===== config.mk =====
export PLATFORM = sky130hd
export DESIGN_NAME = grp_reuse_reg
export DESIGN_NICKNAME = d
export VERILOG_FILES = /design/src/rtl/grp_reuse_pkg.sv /design/src/rtl/grp_op_decode.sv /design/src/rtl/grp_shift_net.sv /design/src/rtl/grp_slot_merge.sv /design/src/rtl/grp_reuse_reg.sv
export SDC_FILE = /design/constraint.sdc
export NUM_CORES = 1
export LEC_CHECK = 0
export BUFFER_PORTS_ARGS = -buffer_cell sky130_fd_sc_hd__buf_2
export CORE_ASPECT_RATIO = 1.5
export CORE_UTILIZATION = 50
export CTS_CLUSTER_DIAMETER = 150
export DETAILED_ROUTE_END_ITERATION = 16
export PLACE_DENSITY = 0.84
export RECOVER_POWER = 25
export SLEW_MARGIN = 10
export SYNTH_ARGS = -nofsm -noshare
export SYNTH_HDL_FRONTEND = slang
export SYNTH_SLANG_ARGS = --single-unit

===== constraint.sdc =====
create_clock -name clk -period 4.4 [get_ports clk]
set_input_delay 0.44 -clock clk [delete_from_list [all_inputs] [get_ports clk]]
set_output_delay 0.44 -clock clk [all_outputs]
set_load 0.02 [all_outputs]

===== src/rtl/grp_reuse_pkg.sv =====
package grp_reuse_pkg;
  typedef enum logic [2:0] {
    OP_HOLD       = 3'd0,
    OP_FULL       = 3'd1,
    OP_SHIFT      = 3'd2,
    OP_FILL       = 3'd3,
    OP_SHIFT_FILL = 3'd4
  } reuse_op_e;
endpackage


===== src/rtl/grp_op_decode.sv =====
module grp_op_decode
  import grp_reuse_pkg::*;
(
  input  logic      full_we,
  input  logic      part_we,
  input  logic      reuse_stb,
  output reuse_op_e op
);
  always_comb begin
    if (full_we)                    op = OP_FULL;
    else if (reuse_stb && part_we)  op = OP_SHIFT_FILL;
    else if (reuse_stb)             op = OP_SHIFT;
    else if (part_we)               op = OP_FILL;
    else                            op = OP_HOLD;
  end
endmodule


===== src/rtl/grp_shift_net.sv =====
module grp_shift_net #(
  parameter int SLOT_W = 8,
  parameter int SLOTS  = 4,
  parameter int KEEP   = 2
) (
  input  logic [SLOTS*SLOT_W-1:0] cur,
  output logic [SLOTS*SLOT_W-1:0] shifted
);
  localparam int DROP = SLOTS - KEEP;

  for (genvar i = 0; i < SLOTS; i++) begin : g_slot
    if (i < KEEP) begin : g_keep
      assign shifted[i*SLOT_W +: SLOT_W] = cur[(i+DROP)*SLOT_W +: SLOT_W];
    end else begin : g_free
      assign shifted[i*SLOT_W +: SLOT_W] = '0;
    end
  end
endmodule


===== src/rtl/grp_slot_merge.sv =====
module grp_slot_merge
  import grp_reuse_pkg::*;
#(
  parameter int SLOT_W = 8,
  parameter int SLOTS  = 4,
  parameter int KEEP   = 2
) (
  input  reuse_op_e                      op,
  input  logic [SLOTS*SLOT_W-1:0]        cur,
  input  logic [SLOTS*SLOT_W-1:0]        shifted,
  input  logic [SLOTS*SLOT_W-1:0]        full_data,
  input  logic [(SLOTS-KEEP)*SLOT_W-1:0] part_data,
  output logic [SLOTS*SLOT_W-1:0]        nxt
);
  logic use_full, use_shift, use_part;
  assign use_full  = (op == OP_FULL);
  assign use_shift = (op == OP_SHIFT) || (op == OP_SHIFT_FILL);
  assign use_part  = (op == OP_FILL)  || (op == OP_SHIFT_FILL);

  for (genvar i = 0; i < SLOTS; i++) begin : g_slot
    if (i < KEEP) begin : g_low
      assign nxt[i*SLOT_W +: SLOT_W] =
        use_full  ? full_data[i*SLOT_W +: SLOT_W] :
        use_shift ? shifted[i*SLOT_W +: SLOT_W]   :
                    cur[i*SLOT_W +: SLOT_W];
    end else begin : g_high
      assign nxt[i*SLOT_W +: SLOT_W] =
        use_full  ? full_data[i*SLOT_W +: SLOT_W]        :
        use_part  ? part_data[(i-KEEP)*SLOT_W +: SLOT_W] :
        use_shift ? shifted[i*SLOT_W +: SLOT_W]          :
                    cur[i*SLOT_W +: SLOT_W];
    end
  end
endmodule


===== src/rtl/grp_reuse_reg.sv =====
module grp_reuse_reg
  import grp_reuse_pkg::*;
#(
  parameter int SLOT_W = 8,
  parameter int SLOTS  = 4,
  parameter int KEEP   = 2
) (
  input  logic                          clk,
  input  logic                          rst,
  input  logic                          full_we,
  input  logic [SLOTS*SLOT_W-1:0]        full_data,
  input  logic                          part_we,
  input  logic [(SLOTS-KEEP)*SLOT_W-1:0] part_data,
  input  logic                          reuse_stb,
  output logic [SLOTS*SLOT_W-1:0]        word_out
);
  localparam int WORD_W = SLOTS * SLOT_W;

  if (SLOTS <= KEEP || KEEP < 1) begin : g_bad_cfg
    $error("grp_reuse_reg: need SLOTS > KEEP >= 1");
  end

  reuse_op_e         op;
  logic [WORD_W-1:0] word_q, shifted, nxt;

  grp_op_decode u_dec (
    .full_we   (full_we),
    .part_we   (part_we),
    .reuse_stb (reuse_stb),
    .op        (op)
  );

  grp_shift_net #(.SLOT_W(SLOT_W), .SLOTS(SLOTS), .KEEP(KEEP)) u_shift (
    .cur     (word_q),
    .shifted (shifted)
  );

  grp_slot_merge #(.SLOT_W(SLOT_W), .SLOTS(SLOTS), .KEEP(KEEP)) u_merge (
    .op        (op),
    .cur       (word_q),
    .shifted   (shifted),
    .full_data (full_data),
    .part_data (part_data),
    .nxt       (nxt)
  );

  always_ff @(posedge clk) begin
    if (rst)                 word_q <= '0;
    else if (op != OP_HOLD)  word_q <= nxt;
  end

  assign word_out = word_q;
endmodule


==> metrics.md, run 1 <==
| Metric | Value |
|---|---|
| Post-Synth Simple-Gate Area | `15.59%` |
| CTS tree | `done` |
| XOR/XNOR Fraction of Synth Area | `0.4149%` |
| DRC | `0` |
| Endpoints failing setup | `0` |
| Setup WS post-layout | `2054 ps` |
| Leak Pwr | `1.099 nW` |
| Crit-path max cell delay | `900 ps` |
| Synth Area in Compound Gates | `38.94%` |
| DR pass1 iterations | `4` |
| Area grow syn2layout | `20.57%` |
| Mux contribution to synthesized area | `0.5335%` |
| Layout fillers | `384` |
| Vias/cell | `6.066` |
| Buf+Inv Stages, Crit Path | `2` |
| Number of synthesized register bits | `32` |
| Crit path max-delay family | `simple AND/OR/NAND/NOR gates` |
| Fmax | `426.3 MHz` |
| IO buf count | `84` |
| CTS Root Cell | `clkbuf_8` |
| RSZ-0062 raised after global routing | `no` |
| GRT Overall Usage | `27.15%` |
| CTS buffer count | `5` |
| Synth Cell Area | `2111 um2` |
| Largest family of logic cells by synthesized area | `compound AO/OA/AOI/OAI gates` |
| Gr ovfl total | `0` |
| CP max stage cell | `nor2b_1` |
| Die Ht | `81.58 um` |
| Cell count after synthesis | `268` |
| WP data required | `4550 ps` |
| Worst slew margin | `27.10%` |
| Status | `finished, final reports clean` |
| Antenna violations before repair | `0` |
| Max_cap viols | `0` |
| Fin Setup TNS | `0 ps` |
| Sequential-to-total area share from yosys stat | `30.35%` |
| Synth Area in Adders | `1.186%` |
| Synth cell types | `22` |
| Max VDD drop | `0.0002990 V` |
| Post-DP Area | `2475 um2` |
| Synthesized area per cell | `7.876 um2` |
| Stages on worst setup path | `6` |
| Starting Density | `52.85%` |
| Htree depth | `2` |
| Top cell type's share of synthesized area | `30.35%` |
| Final Hold Viols | `0` |
| Row count | `28` |
| Number of flip-flops under the largest register name | `32` |
| Resize count post-CTS | `0` |
| Worst hold-check path type | `input pin to flop` |
| Clk sinks | `32` |
| Final wirelength | `5.771 mm` |
| Hold_buf cts | `0` |
| Layout cells sized above 1 | `25.53%` |
| Post-route minimum period | `2346 ps` |
| Largest net degree at the start of global routing | `68` |
| DP Worst Slack | `1782 ps` |
| Buffer count from post-CTS setup fixing | `0` |
| Gpl congestion | `0.8706` |
| Post-synth net total | `323` |
| Hold WS | `451.2 ps` |
| Number of diodes | `0` |
| First DRT Iteration DRCs | `48` |
| Post-DRT Antenna Nets | `0` |
| Final Cell Area | `2545 um2` |
| Pwr/cell area | `320.7 nW/um2` |
| Setup Skew | `4.966 ps` |
| WHS Path Cells | `3` |
| Post-DP HPWL | `3.976 mm` |
| Setup crit start kind | `input pin` |
| Nets | `387` |
| Num ports | `85` |
| Pins Over Slew Limit | `0` |
| Yosys warning count | `0` |
| Die W | `55.05 um` |
| Vias in the first global route | `2012` |
| Path depth of the worst reg2reg path | `3` |
| Worst skew pair latency | `280 ps` |
| Crit-path cells | `buf_2 -> ha_1 -> buf_4 -> nor2b_1 -> mux2_2 -> a221oi_1` |
| Crit path arrival time | `2500 ps` |
| First-pass GRT wire length | `9.163 mm` |
| Clk buf depth | `2` |
| Clock transition at path regs | `60 ps` |
| Crit. End Element | `flop` |
| Slew of the pin with the lowest slew margin | `1091 ps` |
| Core ar. | `3994 um2` |
| Via count | `2293` |
| Final cycle utilization of the critical path | `53.31%` |
| CP Max Fanout | `22` |
| Wirelength per Cell | `15.27 um` |
| Largest area contributor in the netlist | `dfxtp_1` |
| Top post-synthesis cells by area | `dfxtp_1 30%, a221o_1 7.6%, a2111oi_0 6.6%, a221oi_1 6.6%, a22o_1 6.6%` |
| CP Class | `input pin to flop` |
| DIE AREA | `4491 um2` |
## kinds of logic after synthesis
logic type | Yosys count
mux | 1
compound gates | 97
buf+inv | 65
simple gates | 70
fa+ha+maj | 2
flops | 32
xor+xnor | 1
## stage by stage
stage | cells | utilization (%) | total power [mW]
final | 378 | 63.72 | 0.8161
after CTS | 378 | 64.22 | 0.8184
after global routing | 378 | 63.72 | 0.8584
after global placement | 370 | 61.97 | 0.5881
after floorplan | 268 | - | 0.5108
after detailed placement | 370 | 61.97 | 0.5927
## worst register-to-register path, delay by kind of cell (launching register included)
kind / cells / cell delay [ps]
and+or+nand+nor: 1 / 410
AOI/OAI and AO/OA: 1 / 260
DFF: 1 / 350
buffers and inverters: 1 / 60
## path summary, 6_finish.rpt
check,from,endpoint,slack [ps]
hold / removal,full_data[7],word_out[7],450
setup reg to reg,word_out[26],word_out[10],3240
setup / recovery,part_we,word_out[24],2050
hold reg to reg,word_out[20],word_out[20],490
## placed cells by master, fill, tap and decap left out
cell type and count:
and3b_4 1, buf_2 68, a2111oi_0 16, dfxtp_1 32
nor3_2 2, a22o_1 16, a221oi_1 16, nor2_1 33
clkbuf_1 18, o21ai_0 16, a311oi_2 2, a211o_1 1
nand2_1 16, mux2_2 1, inv_1 33, nor2b_1 2
a221o_1 16, clkbuf_8 6, ha_1 2, a311oi_1 14
or3_1 16, buf_4 5, xor2_1 1
## routing by layer
| metal | vias up | wire [um] | track usage, % |
|---|---|---|---|
| met4 | 0 | 57 | 7.250 |
| met5 | - | 0 | 0 |
| met2 | 92 | 2993 | 46.02 |
| met1 | 1060 | 2339 | 34.73 |
| li1 | 1135 | - | - |
| met3 | 6 | 381 | 4.074 |
## report_power, final
part / total [mW] / switching (mW) / leakage [nW] / internal (mW)
combinational: 0.247 / 0.155 / 0.787 / 0.0921
sequential: 0.338 / 0.0163 / 0.266 / 0.321
clock: 0.231 / 0.104 / 0.0455 / 0.127
total: 0.816 / 0.275 / 1.10 / 0.541
## cell type report
class                      count  area (um2)  share of cell area (%)
clock buffer                   8       90.09                   3.540
tap                           45       56.30                   2.212
inverter                      33       123.9                   4.867
multi-input combinational    171        1196                   47.00
timing repair buffer          89       437.9                   17.21
sequential                    32       640.6                   25.17
## Yosys cell counts, drive strengths merged
master / number
nor3: 2
buf: 9
xor2: 1
o21ai: 16
nor2b: 2
nor2: 33
a221oi: 16
a22o: 16
mux2: 1
and3b: 1
ha: 2
clkbuf: 23
nand2: 16
a211o: 1
inv: 33
a221o: 16
dfxtp: 32
or3: 16
a311oi: 16
a2111oi: 16
Note: power is estimated with default switching activity, not from simulation.
==> run 2, diff against run 1 <==
- ABC_AREA: not set -> 1
- CORE_UTILIZATION: 50 -> 47
- PLACE_DENSITY: 0.84 -> 0.82
- clock period: 4.4 -> 2.3 ns (I/O delays scaled with it)
==> metrics.md, run 2 <==
| Metric | Value |
|---|---|
| Status | `finished, final reports clean` |
| Antenna violations before repair | `0 (unchanged)` |
| Clock transition at path regs | `70 ps (about the same)` |
| Via count | `2092 (-8.8%)` |
| Gpl congestion | `0.8250 (-5.2%)` |
| Vias in the first global route | `1942 (-3.5%)` |
| Post-route minimum period | `1566 ps` |
| Final Cell Area | `2416 um2 (-5.1%)` |
| Htree depth | `2 (unchanged)` |
| DIE AREA | `4373 um2 (-2.6%)` |
| Num ports | `85 (unchanged)` |
| Core ar. | `3924 um2 (-1.8%)` |
| DP Worst Slack | `455.5 ps (-1326 ps)` |
| EDFF count, synth | `0 (unchanged)` |
| Cell count after placement | `457 (+24%)` |
| WHS Path Cells | `5 (+2)` |
| Vias/cell | `4.499 (-26%)` |
| Clock share of power | `28.0% (-0.3 points)` |
| Gr ovfl total | `0 (unchanged)` |
| Path depth of the worst reg2reg path | `4 (+1)` |
| Async set-or-reset flop fraction in the synthesized netlist | `0% (unchanged)` |
| HP Start | `full_data[29]` |
| Number of flip-flops under the largest register name | `32 (unchanged)` |
| Max_cap viols | `0 (unchanged)` |
| GRT Overall Usage | `23.38% (-3.8 points)` |
| Worst hold-check path type | `input pin to flop` |
| Largest net degree at the start of global routing | `34 (-50%)` |
| Post-synth net total | `396 (+23%)` |
| Layout fillers | `412 (+7.3%)` |
| Final Util | `61.58% (-2.1 points)` |
| WP data required | `2470 ps (-2080 ps)` |
| Largest area contributor in the netlist | `dfxtp_1` |
| Number of diodes | `0 (unchanged)` |
| Comb pwr share | `30.7% (+0.4 points)` |
| Max VDD drop | `0.0005007 V (+67%)` |
| Final Hold Viols | `0 (unchanged)` |
| Worst slew margin | `63.63% (+37 points)` |
| Resize count post-CTS | `0 (unchanged)` |
| Int Pwr | `1.032 mW (+91%)` |
| Nets | `474 (+22%)` |
| Die W | `54.33 um (-1.3%)` |
| Starting Density | `49.20% (-3.6 points)` |
| RSZ-0062 raised after global routing | `no` |
| Hold Crit Endpoint | `word_out[29]` |
| Synth Cell Area | `1931 um2 (-8.5%)` |
| Row count | `28 (unchanged)` |
| Final wirelength | `4.625 mm (-20%)` |
| Sequential share of power | `41.3% (about the same)` |
| Layout cells sized above 1 | `21.43% (-4.1 points)` |
| FF-to-FF Start | `word_out[27]` |
| DRC | `0 (unchanged)` |
| Most common cell after layout, fill and taps aside | `nand2_1` |
| Buffer count from post-CTS setup fixing | `0 (unchanged)` |
| Crit path arrival time | `1740 ps (-760 ps)` |
| RR Endpoint | `word_out[11]` |
| Psw | `562.7 uW (+100%)` |
| Top post-synthesis cells by area | `dfxtp_1 33%, nand2_1 23%, nor2_1 16%, inv_1 9.7%, nand3_1 8.3%` |
| Tot Pwr | `1.595 mW (+95%)` |
| Fin Setup TNS | `0 ps (unchanged)` |
| Sequential-to-total area share from yosys stat | `33.18% (+2.8 points)` |
| Top cell type's share of synthesized area | `33.18% (+2.8 points)` |
| Setup Skew | `2.610 ps (-2.357 ps)` |
| Die Ht | `80.50 um (-1.3%)` |
| Yosys warning count | `0 (unchanged)` |
| Setup crit start kind | `input pin` |
| CTS tree | `done` |
| CP Class | `input pin to flop` |
| Crit. End Element | `flop` |
| Hold WS | `280.8 ps (-170.4 ps)` |
| Pwr/cell area | `660.2 nW/um2 (+110%)` |
| First DRT Iteration DRCs | `62 (+29%)` |
| Pins Over Slew Limit | `0 (unchanged)` |
| Post-synth top cells | `116 x nand2_1, 80 x nor2_1, 50 x inv_1` |
| Fmax | `638.4 MHz` |
| Switching Share | `35.28% (+1.5 points)` |
| First-pass GRT wire length | `7.728 mm (-16%)` |
| Most frequent cells in the layout | `116 x nand2_1, 80 x nor2_1, 68 x buf_2` |
| R2R setup slack | `1560 ps (-1680 ps)` |
| Post-DP Area | `2346 um2 (-5.2%)` |
| Post-DRT Antenna Nets | `0 (unchanged)` |
| Leak Pwr | `1.427 nW (+30%)` |
| CTS Root Cell | `clkbuf_8` |
| Synthesized area per cell | `5.662 um2 (-28%)` |
| Cell count after synthesis | `341 (+27%)` |
| Setup WS post-layout | `733.6 ps (-1321 ps)` |
| Top-count cell post-synth | `nand2_1` |
| Post-DP HPWL | `3.315 mm (-17%)` |
| Wirelength per Cell | `9.946 um (-35%)` |
| Final cycle utilization of the critical path | `68.11%` |
| DR pass1 iterations | `4 (unchanged)` |
| Clk sinks | `32 (unchanged)` |
| Synth cell types | `16 (-27%)` |
| Worst skew pair latency | `280 ps (about the same)` |
| Final std cells w/o fill | `465 (+23%)` |
| Clk buf depth | `2 (unchanged)` |
| Area grow syn2layout | `25.15%` |
| Endpoints failing setup | `0 (unchanged)` |
| Slew of the pin with the lowest slew margin | `543.6 ps (-547.7 ps)` |
| IO buf count | `84 (unchanged)` |
| Hold_buf cts | `0 (unchanged)` |
| Number of synthesized register bits | `32 (unchanged)` |
| CP Max Fanout | `32 (+45%)` |
| Top_reg_cell synth | `dfxtp_1` |
| CTS buffer count | `5 (unchanged)` |
[run 2: cell types whose count changed after synthesis, sizes merged, moves of 16 or more]
cell	change
a221oi	-16
a311oi	-16
nand2	+106
nor2	+50
inv	+20
clkbuf	-19
o21ai	-16
a221o	-16
a22o	-16
nand3	+33
a2111oi	-16
or3	-16
[run 2: worst max-delay path by stage]
stage	end	cells past startpoint	from
after floorplan	word_out[5]	11	reuse_stb
after global placement	word_out[8]	10	part_we
after detailed placement	word_out[14]	10	part_we
after CTS	word_out[14]	10	part_we
after global routing	word_out[1]	11	reuse_stb
final	word_out[10]	10	part_we
[run 2: logic make-up after synthesis]
family | share of synthesized area [%]
flip-flops | 33.18
adder cells (fa/ha/maj) | 1.296
AND/OR/NAND/NOR | 50.87
buffers and inverters | 14.65
[run 2: final cells by class]
| type | count | area (um2) | area share (%) |
|---|---|---|---|
| Inverter | 53 | 198.9 | 8.234 |
| Clock buffer | 8 | 90.09 | 3.729 |
| Tap cell | 45 | 56.30 | 2.330 |
| Multi-Input combinational cell | 240 | 1007 | 41.69 |
| Timing Repair Buffer | 87 | 422.9 | 17.50 |
| Sequential cell | 32 | 640.6 | 26.51 |
[run 2: worst max-delay path, stage by stage]
cell and delay, ps:
buf_2 110, ha_1 340, nor2_2 190, nand2_1 70
nand2_1 90, nand2_1 70, nand2_2 410, nand2_1 110
nand2_1 90, nor2_1 40
[run 2: power groups by stage]
stage	sequential [mW]	clock, mW	combinational [mW]
floorplan	0.742	0	0.278
global placement	0.669	0	0.487
detailed placement	0.670	0	0.498
CTS	0.658	0.451	0.501
global route	0.667	0.472	0.566
finish	0.658	0.447	0.489
[run 2: layer usage]
layer,up-vias,global-route usage [%],share of wire (%)
li1,1147,-,-
met1,874,26.43,44
met2,69,42.68,50
met3,2,3.598,5.4
met4,0,6.667,0.67
met5,-,0,0
